--- config.mk ---
export PLATFORM = sky130hd
export DESIGN_NAME = bus_unjam
export DESIGN_NICKNAME = d
export VERILOG_FILES = /design/src/rtl/unjam_pkg.sv /design/src/rtl/unjam_timer.sv /design/src/rtl/unjam_pulse_ctr.sv /design/src/rtl/bus_unjam.sv
export SDC_FILE = /design/constraint.sdc
export NUM_CORES = 1
export LEC_CHECK = 0
export BUFFER_PORTS_ARGS = -buffer_cell sky130_fd_sc_hd__clkbuf_2
export CAP_MARGIN = 20
export CORE_MARGIN = 2
export CORE_UTILIZATION = 45
export DETAILED_ROUTE_END_ITERATION = 10
export PLACE_DENSITY = 0.73
export SETUP_SLACK_MARGIN = 0.1
export SLEW_MARGIN = 20
export SYNTH_ARGS = -nofsm -noshare
export SYNTH_HDL_FRONTEND = slang
export SYNTH_SLANG_ARGS = --single-unit
--- constraint.sdc ---
create_clock -name clk -period 8.6 [get_ports clk]
set_clock_uncertainty 0.1 [all_clocks]
set_input_delay 0.43 -clock clk [delete_from_list [all_inputs] [get_ports clk]]
set_output_delay 0.43 -clock clk [all_outputs]
set_load 0.02 [all_outputs]
--- src/rtl/unjam_pkg.sv ---
package unjam_pkg;
  typedef enum logic [2:0] {
    ST_IDLE,
    ST_LOW,
    ST_HIGH,
    ST_STA,
    ST_STO
  } unjam_state_e;
endpackage

--- src/rtl/unjam_timer.sv ---
// Phase timer: counts enabled clocks and flags the last one of a phase.
module unjam_timer #(
  parameter int CW = 8
) (
  input  logic          clk,
  input  logic          rst_n,
  input  logic          clear,
  input  logic          en,
  input  logic [CW-1:0] len,
  output logic          last
);
  logic [CW-1:0] cnt_q;
  logic [CW-1:0] len_eff;

  assign len_eff = (len == '0) ? CW'(1) : len;
  assign last    = en && (cnt_q >= len_eff - CW'(1));

  always_ff @(posedge clk or negedge rst_n) begin
    if (!rst_n)      cnt_q <= '0;
    else if (clear)  cnt_q <= '0;
    else if (en)     cnt_q <= last ? '0 : cnt_q + CW'(1);
  end
endmodule

--- src/rtl/unjam_pulse_ctr.sv ---
// Counts completed SCL pulses; flags the final permitted one.
module unjam_pulse_ctr #(
  parameter int MAXP = 9
) (
  input  logic clk,
  input  logic rst_n,
  input  logic clear,
  input  logic inc,
  output logic at_last
);
  localparam int PW = $clog2(MAXP + 1);
  logic [PW-1:0] cnt_q;

  assign at_last = (cnt_q == PW'(MAXP - 1));

  always_ff @(posedge clk or negedge rst_n) begin
    if (!rst_n)      cnt_q <= '0;
    else if (clear)  cnt_q <= '0;
    else if (inc)    cnt_q <= cnt_q + PW'(1);
  end
endmodule

--- src/rtl/bus_unjam.sv ---
module bus_unjam
  import unjam_pkg::*;
#(
  parameter int CW   = 8,
  parameter int MAXP = 9
) (
  input  logic          clk,
  input  logic          rst_n,
  input  logic          start_i,
  input  logic [CW-1:0] low_len_i,
  input  logic [CW-1:0] high_len_i,
  input  logic          scl_i,
  input  logic          sda_i,
  output logic          scl_oe_o,
  output logic          sda_oe_o,
  output logic          done_o,
  output logic          fail_o
);
  unjam_state_e  state_q, state_d;
  logic          tmr_clear, tmr_en, tmr_last;
  logic [CW-1:0] tmr_len;
  logic          pc_clear, pc_inc, pc_at_last;
  logic          done_d, fail_d, fail_q, done_q;
  logic          busy;

  assign busy      = (state_q != ST_IDLE);
  assign scl_oe_o  = (state_q == ST_LOW);
  assign sda_oe_o  = (state_q == ST_STA);
  assign done_o    = done_q;
  assign fail_o    = fail_q;

  assign tmr_clear = (state_q == ST_IDLE);
  assign tmr_en    = (state_q == ST_HIGH) ? scl_i : busy;
  assign tmr_len   = (state_q == ST_LOW) ? low_len_i : high_len_i;
  assign pc_clear  = (state_q == ST_IDLE);
  assign pc_inc    = (state_q == ST_HIGH) && tmr_last;

  unjam_timer #(.CW(CW)) u_timer (
    .clk   (clk),
    .rst_n (rst_n),
    .clear (tmr_clear),
    .en    (tmr_en),
    .len   (tmr_len),
    .last  (tmr_last)
  );

  unjam_pulse_ctr #(.MAXP(MAXP)) u_pulses (
    .clk     (clk),
    .rst_n   (rst_n),
    .clear   (pc_clear),
    .inc     (pc_inc),
    .at_last (pc_at_last)
  );

  always_comb begin
    state_d = state_q;
    done_d  = 1'b0;
    fail_d  = fail_q;
    unique case (state_q)
      ST_IDLE: if (start_i) begin
        state_d = ST_LOW;
        fail_d  = 1'b0;
      end
      ST_LOW:  if (tmr_last) state_d = ST_HIGH;
      ST_HIGH: if (tmr_last) begin
        if (sda_i) begin
          state_d = ST_STA;
        end else if (pc_at_last) begin
          state_d = ST_IDLE;
          fail_d  = 1'b1;
          done_d  = 1'b1;
        end else begin
          state_d = ST_LOW;
        end
      end
      ST_STA:  if (tmr_last) state_d = ST_STO;
      ST_STO:  if (tmr_last) begin
        state_d = ST_IDLE;
        done_d  = 1'b1;
      end
      default: state_d = ST_IDLE;
    endcase
  end

  always_ff @(posedge clk or negedge rst_n) begin
    if (!rst_n) begin
      state_q <= ST_IDLE;
      done_q  <= 1'b0;
      fail_q  <= 1'b0;
    end else begin
      state_q <= state_d;
      done_q  <= done_d;
      fail_q  <= fail_d;
    end
  end
endmodule

After elaboration in Yosys (flattened, before gate mapping) --
Cells that the tools add are included.
Cells by class: $add $sub $neg 3, multiply operators 0, div/mod/pow operators 0, order comparisons 1, equality and inequality tests 12, shift-type cells 0, multiplexer cells 26, bitwise logic cells 0, reductions and logical operators 10
Operators with widths (number):
- $mux 8 | 5
- $mux 3 | 5
- $pmux 3 s5 | 1
- $mux 1 | 10
- $ne 2x2->1 const B | 5
- $reduce_and 5->1 | 2
- $add 8x1->8 const B | 1
- $ge 8x8->1 | 1
- $logic_not 8->1 | 1
- $mux 4 | 2
- $sub 8x1->8 const B | 1
- $eq 3x2->1 const B | 2
- $reduce_bool 2->1 | 3
- $add 4x1->4 const B | 1
- $eq 4x4->1 const B | 1
- $ne 2x1->1 const B | 2
- $pmux 1 s2 | 2
- $eq 3x1->1 const B | 1
- $eq 3x3->1 const B | 1
- $logic_not 3->1 | 1
- $reduce_bool 3->1 | 1
- $logic_and 1x1->1 | 2
- $mux 2 | 1
Storage, ports and cells: register bits 17, bits in latches 0, memory bits (writable) 0, bits in read-only memories 0, input port bits 21, output and inout bits 4, word-level logic and storage cells 57, memories kept 0

Depth between registers and ports, before layout --
Gate-level depths: netlist of run 1.
depth in word-level cells 10, mapped depth 19, gate-level depth less buffers 14

Hierarchy --
A second synthesis of run 1 with hierarchy kept.
Unflattened totals: cell total of the unflattened synthesis 150, area, all modules 1440.1 µm²
Modules (own cells, without submodules):
- unjam_timer | times used 1, cells each 88, area an instance 799.5 µm², seq. area each 200.2 µm²
- bus_unjam | times used 1, cells each 41, area an instance 420.4 µm², seq. area each 125.1 µm²
- unjam_pulse_ctr | times used 1, cells each 21, area an instance 220.2 µm², seq. area each 100.1 µm²

Worst setup path after synthesis of run 1 --
Ideal clock, no wire load.
kind flip-flop to flip-flop, start register state_q[2], end register u_pulses.cnt_q[1], setup time 0.116 ns, data arrival time 3.557 ns, data required time 8.384 ns, slack 4.828 ns, cell stages (with the launch flop) 19, path buffers 5, period minus slack after synthesis 3.772 ns, cells stage by stage dfrtp_1 > buf_6 > or3b_1 > buf_2 > inv_1 > buf_4 > a31oi_1 > and3_1 > ha_1 > nand3b_1 > xnor2_1 > mux2i_1 > ha_1 > nand2_1 > o41ai_1 > clkbuf_1 > clkbuf_1 > nand3_1 > o311ai_0
On the way: longest elaborated chain between the ends 9, elaborated cells between the ends (all ways) 14, those cells by class 1 x add/sub; 1 x order compare; 2 x eq/ne; 4 x mux; 6 x reduce/logical
Ends and longest elaborated chain:
- from (decl) | RTL line bus_unjam.sv:19 | unjam_state_e state_q, state_d;
- from (signal assigned) | RTL line bus_unjam.sv:91 | state_q <= state_d;
- $eq 3x1->1 *
- via scl_oe_o | RTL line bus_unjam.sv:14 | output logic scl_oe_o,
- $mux 8 * | RTL line bus_unjam.sv:34 | assign tmr_len = (state_q == ST_LOW) ? low_len_i : high_len_i;
- $logic_not 8->1 | RTL line unjam_timer.sv:15 | assign len_eff = (len == '0) ? CW'(1) : len;
- $mux 8 * | RTL line unjam_timer.sv:15
- $sub 8x1->8 * | RTL line unjam_timer.sv:16 | assign last = en && (cnt_q >= len_eff - CW'(1));
- $ge 8x8->1 * | RTL line unjam_timer.sv:16
- $logic_and 1x1->1 * | RTL line unjam_timer.sv:16
- $logic_and 1x1->1 * | RTL line bus_unjam.sv:36 | assign pc_inc = (state_q == ST_HIGH) && tmr_last;
- $reduce_bool 2->1 (no source line) *
- to (signal assigned) | RTL line unjam_pulse_ctr.sv:19 | else if (inc) cnt_q <= cnt_q + PW'(1);
- to (decl) | RTL line unjam_pulse_ctr.sv:12 | logic [PW-1:0] cnt_q;
Mark *: on every way through the listed nets, which the timed path passes. The rest lies on a longest branch. A chain may end at the register's enable or synchronous reset.

Worst setup path after layout of run 1 --
start register state_q[1], end register u_timer.cnt_q[7]
On the way: longest elaborated chain between the ends 10, elaborated cells between the ends (all ways) 15, those cells by class 1 x add/sub; 1 x order compare; 2 x eq/ne; 6 x mux; 5 x reduce/logical
Ends and longest elaborated chain:
- $eq 3x1->1 | RTL line bus_unjam.sv:34
- $mux 8 | RTL line bus_unjam.sv:34
- $logic_not 8->1 | RTL line unjam_timer.sv:15
- $mux 8 | RTL line unjam_timer.sv:15
- $sub 8x1->8 | RTL line unjam_timer.sv:16
- $ge 8x8->1 | RTL line unjam_timer.sv:16
- $logic_and 1x1->1 | RTL line unjam_timer.sv:16
- $mux 8 (2 in series) | RTL line unjam_timer.sv:21 | else if (en) cnt_q <= last ? '0 : cnt_q + CW'(1);
- $mux 8 | RTL line unjam_timer.sv:20 | else if (clear) cnt_q <= '0;
- to (signal assigned) | RTL line unjam_timer.sv:21
- to (decl) | RTL line unjam_timer.sv:12 | logic [CW-1:0] cnt_q;
Several ways; a longest one is shown, not always the timed one. The select of a mux whose other input is x is not followed.

==> results of run 1 <==
## state kept, by name, summed over array words and instances, names as in the netlist
name,cells
done_o,1
state_q,3
u_timer.cnt_q,8
u_pulses.cnt_q,4
fail_o,1
## tightest hold or removal path, cell delays in order
cell      delay, ns
clkbuf_2       0.09
nand3_1        0.07
a22o_1         0.13
## power groups by stage
stage	sequential, mW	clock (mW)	combinational [mW]
floorplan	0.131	0	0.219
global placement	0.146	0	0.256
detailed placement	0.148	0	0.260
CTS	0.146	0.0448	0.262
global route	0.153	0.0484	0.299
finish	0.148	0.0430	0.261
## worst paths after layout
path,start,endpoint,slack [ns]
setup reg to reg,state_q[1],u_timer.cnt_q[7],4.45
hold / removal,start_i,fail_o,0.35
hold reg to reg,fail_o,fail_o,0.42
min in group asynchronous,rst_n,u_pulses.cnt_q[1],0.48
max in group asynchronous,rst_n,u_timer.cnt_q[3],7.60
setup / recovery,state_q[1],u_timer.cnt_q[7],4.45
## routing by layer
metal	track usage	vias to the layer above	routed length, um
li1	-	670	-
met1	0.250	628	1490
met2	0.304	49	1400
met3	0.0490	2	210
met4	0.00621	0	7
met5	0	-	0
## area by class of cell
class / instances / share of cell area
repair buffers: 26 / 0.0842
inverters: 7 / 0.0161
clock buffers: 3 / 0.0138
flip-flops and latches: 17 / 0.260
multi-input cells: 135 / 0.589
well taps: 44 / 0.0337
clock inverters: 1 / 0.00306
## placed cells by master (no fill, tap or decap), drive strengths merged, types with 2 or more instances in the layout
cell type and count:
clkbuf 27, nand2 21, dfrtp 17, ha 12
nor3 8, inv 7, mux2i 7, xnor2 7
nor2 7, a21oi 7, nand3 7, a31oi 5
and3 4, o21ai 4, o31ai 4, nor4 3
a21o 3, o41ai 2, nor3b 2, o21a 2
nand3b 2, or2 2, nor4bb 2, a211oi 2
or3b 2
## timing repair
item	4_1_cts	5_1_grt
endpoints found under the hold margin	17	0
hold buffers	1	0
buffers inserted	0	0
## cells by family after synthesis
family,share of synthesized area
buf+inv,0.0500
simple gates,0.256
xor+xnor,0.0482
mux,0.0482
compound gates,0.202
fa+ha+maj,0.103
flops,0.293
## through the flow
step | instance area (sq um) | setup WS [ns] | hold slack, ns
floorplan | 1450 | 4.83 | 0.0344
global placement | 1600 | 4.55 | 0.282
detailed placement | 1600 | 4.50 | 0.292
CTS | 1630 | 4.46 | 0.347
global route | 1630 | 4.15 | 0.359
finish | 1630 | 4.45 | 0.349
==> flow_summary.json, run 1 <==
{
  "p_int_mw": 0.238,
  "port_buffers": 24,
  "gr-total-overflow": 0,
  "cts_buffers": 3,
  "cp_top_family": "simple AND/OR/NAND/NOR gates",
  "cp_slowest_stage_delay_ns": 0.53,
  "antenna_found_initial": 0,
  "seq_area_sq_um": 425,
  "grt_pass1_vias": 1195,
  "cpMostUsedCell": "ha_1",
  "ys_seq_area_frac": 0.293,
  "synth.avg_cell_area_sq_um": 8.65,
  "p_total_mw": 0.452,
  "critPathLaunchType": "flop",
  "clkTransAtPathRegs_ns": 0.11,
  "cts_root_buffer": "clkbuf_4",
  "synth_top_area_frac": 0.293,
  "ir_drop_mv": 0.140,
  "fin_util": 0.535,
  "synthToLayoutAreaGrowth_pct": 12.5,
  "ys_types": 53,
  "hold_depth": 3,
  "setup_viol": 0,
  "syn_inst": 168,
  "fin_crit_sh": 0.483,
  "cp.arrival_ns": 4.23,
  "clkPwrFrac": 0.095,
  "fp.dieH_um": 60.8,
  "grt_use_total": 0.182,
  "gp_congestion": 0.919,
  "synth.largest_area_cell": "dfrtp_1",
  "path_class": "flop to flop",
  "cts.sinks": 17,
  "std_cell_rows": 20,
  "yosys_register_bits": 17,
  "start_util": 0.476,
  "fillCellCount": 293,
  "drc": 0,
  "grt_pass1_wl_um": 5180,
  "dieArea_sq_um": 3700,
  "ys_warn_count": 0,
  "reg2reg_depth": 14,
  "htree_num_levels": 1,
  "required_ns": 8.68,
  "synth.area.top_cells": "dfrtp_1 29%, ha_1 10%, nand2_1 5.2%, mux2i_1 4.8%, xnor2_1 4.2%",
  "grt_max_degree": 21,
  "num_io_pins": 25,
  "cp-end-kind": "flop",
  "ant_nets": 0,
  "min_path_type": "input pin to flop",
  "die_x_um": 60.8,
  "worst-path-buf-inv": 2,
  "routedWlPerCell_um": 13.3,
  "place.detailed.hpwl_um": 2430,
  "synth_edf_count": 0,
  "crit_path_max_fanout": 20,
  "drt-total-wl_um": 3110,
  "fmax_mhz": 241,
  "cts_buffer_depth": 2,
  "status": "complete, no violations",
  "relSlewSlack": 0.645,
  "max_cap_violations": 0,
  "cp.depth": 14,
  "synthesis.area_sq_um": 1450,
  "vias_per_cell": 5.79,
  "switching_power_mw": 0.214,
  "n_antenna_cell": 0,
  "syn-num-nets": 201,
  "p_seq_frac": 0.327,
  "yosysMostFrequentCell": "nand2_1",
  "multi_input_area_sq_um": 962,
  "synth_common_cells": "20 x nand2_1, 17 x dfrtp_1, 12 x ha_1",
  "post_cts_resized": 0,
  "power_density_nw_per_um2": 277,
  "clock_latency_ns": 0.30,
  "hold_viol": 0,
  "dp.cells": 228,
  "async_flop_share": 1.00,
  "worst_pin_slew_ns": 0.531,
  "crit_slowest_cell": "or3b_1",
  "cp_cell_sequence": "or3b_1 > inv_1 > a31oi_1 > and3_1 > ha_1 > nand3b_1 > xnor2_1 > mux2i_1 > ha_1 > nand2_1 > o41ai_2 > buf_4 > a21boi_0 > nor3_1",
  "drive_gt1_frac": 0.206,
  "drt-pass1-iter-count": 4,
  "vias": 1349,
  "final_cells": 233,
  "ys.flop_type": "dfrtp_1",
  "cts_tree": "yes",
  "fin_nets": 223,
  "setup_tns_ns": 0,
  "period_needed_ns": 4.15,
  "drv_slew": 0,
  "power.leakage_nw": 0.757,
  "core_sq_um": 3050,
  "drt_first_iter_violations": 92,
  "sw_frac_of_total": 0.474,
  "rsz0062_at_grt": "false",
  "power_frac_comb": 0.578
}
Note: power is estimated with default switching activity, not from simulation.
==> inputs of run 2 (changes only) <==
--- a/config.mk
+++ b/config.mk
@@ -5,6 +5,7 @@
 export SDC_FILE = /design/constraint.sdc
 export NUM_CORES = 1
 export LEC_CHECK = 0
+export ABC_AREA = 1
 export BUFFER_PORTS_ARGS = -buffer_cell sky130_fd_sc_hd__clkbuf_2
 export CAP_MARGIN = 20
 export CORE_MARGIN = 2
==> constraint.sdc (replaced) <==
create_clock -name clk -period 3.95 [get_ports clk]
set_clock_uncertainty 0.1 [all_clocks]
set_input_delay 0.1975 -clock clk [delete_from_list [all_inputs] [get_ports clk]]
set_output_delay 0.1975 -clock clk [all_outputs]
set_load 0.02 [all_outputs]
==> flow_summary.json, run 2 <==
{
  "status": "complete, no violations",
  "clkPwrFrac": 0.097,
  "rsz0062_at_grt": "false",
  "start_util": 0.474,
  "sw_frac_of_total": 0.529,
  "synth.largest_area_cell": "dfrtp_1",
  "mostFrequentLayoutCell": "nand2_1",
  "largest_register_ffs": 8,
  "gp_congestion": 0.873,
  "core_sq_um": 3080,
  "post_cts_resized": 0,
  "drt_first_iter_violations": 55,
  "fp.dieH_um": 60.9,
  "p_int_mw": 0.457,
  "critPathLaunchType": "flop",
  "clkTransAtPathRegs_ns": 0.10,
  "hold_viol": 0,
  "startpoint": "state_q[2]",
  "drv_slew": 0,
  "cts_buffer_depth": 2,
  "vias_per_cell": 4.86,
  "power_frac_comb": 0.660,
  "switching_power_mw": 0.514,
  "grt_pass1_vias": 1219,
  "vias": 1321,
  "synth.avg_cell_area_sq_um": 7.29,
  "cts_buffers": 3,
  "setup_viol": 0,
  "clock_latency_ns": 0.29,
  "mostFrequentLayoutCells": "47 x nand2_1, 29 x inv_1, 24 x clkbuf_2",
  "gr-total-overflow": 0,
  "syn-num-nets": 233,
  "ant_nets": 0,
  "n_antenna_cell": 0,
  "synthesis.area_sq_um": 1460,
  "synth_common_cells": "47 x nand2_1, 29 x inv_1, 20 x nor2_1",
  "std_cell_rows": 20,
  "ys_warn_count": 0,
  "setup_tns_ns": 0,
  "max_cap_violations": 0,
  "port_buffers": 24,
  "dpl_worst_slack_ns": 0.530,
  "antenna_found_initial": 0,
  "required_ns": 4.04,
  "place.detailed.hpwl_um": 2280,
  "syn_inst": 200,
  "ir_drop_mv": 0.265,
  "path_class": "flop to flop",
  "drc": 0,
  "largest_register": "u_timer.cnt_q",
  "cts_tree": "yes",
  "grt_use_total": 0.173,
  "fin_nets": 262,
  "worstHoldStart": "sda_i",
  "drt-total-wl_um": 2780,
  "cp.arrival_ns": 3.54,
  "drt-pass1-iter-count": 4,
  "power.leakage_nw": 0.935,
  "ys_types": 26,
  "worst_slack_ns": 0.504,
  "yosys_register_bits": 17,
  "ys_seq_area_frac": 0.292,
  "reg.largest.list": "u_timer.cnt_q (8), u_pulses.cnt_q (4), state_q (3)",
  "htree_num_levels": 1,
  "async_flop_share": 1.00,
  "synth.area.top_cells": "dfrtp_1 29%, nand2_1 12%, ha_1 10%, inv_1 7.5%, nand3_1 5.5%",
  "cp-end-kind": "flop",
  "p_seq_frac": 0.243,
  "relSlewSlack": 0.697,
  "routedWlPerCell_um": 10.2,
  "synth_top_area_frac": 0.292,
  "synthToLayoutAreaGrowth_pct": 13.1,
  "grt_max_degree": 18,
  "dieArea_sq_um": 3710,
  "cts_setup_buffers": 0,
  "crit_path_max_fanout": 16,
  "r2r_start": "state_q[2]",
  "die_x_um": 60.9,
  "min_path_type": "input pin to flop",
  "cts.sinks": 17,
  "drive_gt1_frac": 0.211,
  "ys.flop_type": "dfrtp_1",
  "power_density_nw_per_um2": 588,
  "grt_pass1_wl_um": 4800,
  "num_io_pins": 25,
  "cts_root_buffer": "clkbuf_4",
  "synth_edf_count": 0,
  "yosysMostFrequentCell": "nand2_1",
  "period_needed_ns": 3.45,
  "fmax_mhz": 290,
  "worst_pin_slew_ns": 0.442,
  "fin_crit_sh": 0.872
}
## run 2: cell count changes in the layout (fill, tap and decap cells not counted), moves of 7 or more
cell     delta
nand2_1    +27
inv_1      +22
nor2_1     +13
nand3_1    +10
xor2_1      +8
nand4_1     +7
nor3_1      -7
## run 2: path summary, 6_finish.rpt
path | depth (start not counted) | endpoint | slack (ns)
hold reg to reg | 2 | fail_o | 0.42
min in group asynchronous | 2 | u_pulses.cnt_q[3] | 0.26
setup reg to reg | 20 | state_q[0] | 0.50
setup / recovery | 20 | state_q[0] | 0.50
max in group asynchronous | 2 | u_timer.cnt_q[3] | 3.19
hold / removal | 4 | done_o | 0.15
## run 2: kinds of logic after synthesis
| family | share of synthesized area |
|---|---|
| AOI/OAI and AO/OA | 0.0772 |
| xor gates and xnor gates | 0.0660 |
| adders and majority gates | 0.103 |
| buffers and inverters | 0.0986 |
| DFF | 0.292 |
| muxes | 0.0137 |
| and+or+nand+nor | 0.350 |
## run 2: repair_timing
item	CTS	global route
endpoints found under the hold margin	17	0
hold buffers	1	0
setup endpoints to repair	0	0
## run 2: power by group through the flow
stage | clock network [mW] | registers (mW) | logic (mW)
6_report | 0.0939 | 0.236 | 0.641
5_1_grt | 0.103 | 0.242 | 0.739
3_5_place_dp | 0 | 0.239 | 0.640
2_1_floorplan | 0 | 0.232 | 0.546
3_3_place_gp | 0 | 0.238 | 0.639
4_1_cts | 0.0979 | 0.235 | 0.645
## run 2: area by class of cell
class / instances / area, sq um
fillers: 319 / 1430
multi-input cells: 149 / 890
flip-flops and latches: 17 / 425
repair buffers: 25 / 130
inverters: 33 / 124
well taps: 44 / 55.1
clock buffers: 4 / 26.3
## run 2: worst max-delay path, cell delays in order, from the launching register on
cell and delay, ns:
dfrtp_1 0.46, inv_2 0.11, nand3_4 0.22, o21ai_1 0.37
nand2_1 0.14, nor2_4 0.14, a21boi_0 0.14, ha_1 0.24
xnor2_1 0.16, inv_1 0.06, ha_1 0.26, nand2_1 0.08
nor2_1 0.05, nor2_1 0.08, nand2_1 0.06, nand2_1 0.06
nand2_1 0.09, nand2_1 0.17, nand3_1 0.16, nand3_1 0.12
nand2_1 0.05
## run 2: metrics by stage
stage	hold slack, ns	instance area, sq um	power, mW	util	std cells
floorplan	-0.198	1460	0.778	-	200
global placement	0.0527	1610	0.877	0.524	267
detailed placement	0.0537	1610	0.879	0.524	267
CTS	0.134	1650	0.978	0.536	272
global route	0.141	1650	1.08	0.536	272
finish	0.152	1650	0.971	0.536	272
## run 2: metal layers
metal / track usage / part of all wire
met3: 0.0192 / 0.057
met4: 0.0807 / 0.020
met1: 0.223 / 0.48
met5: 0 / 0
met2: 0.289 / 0.45
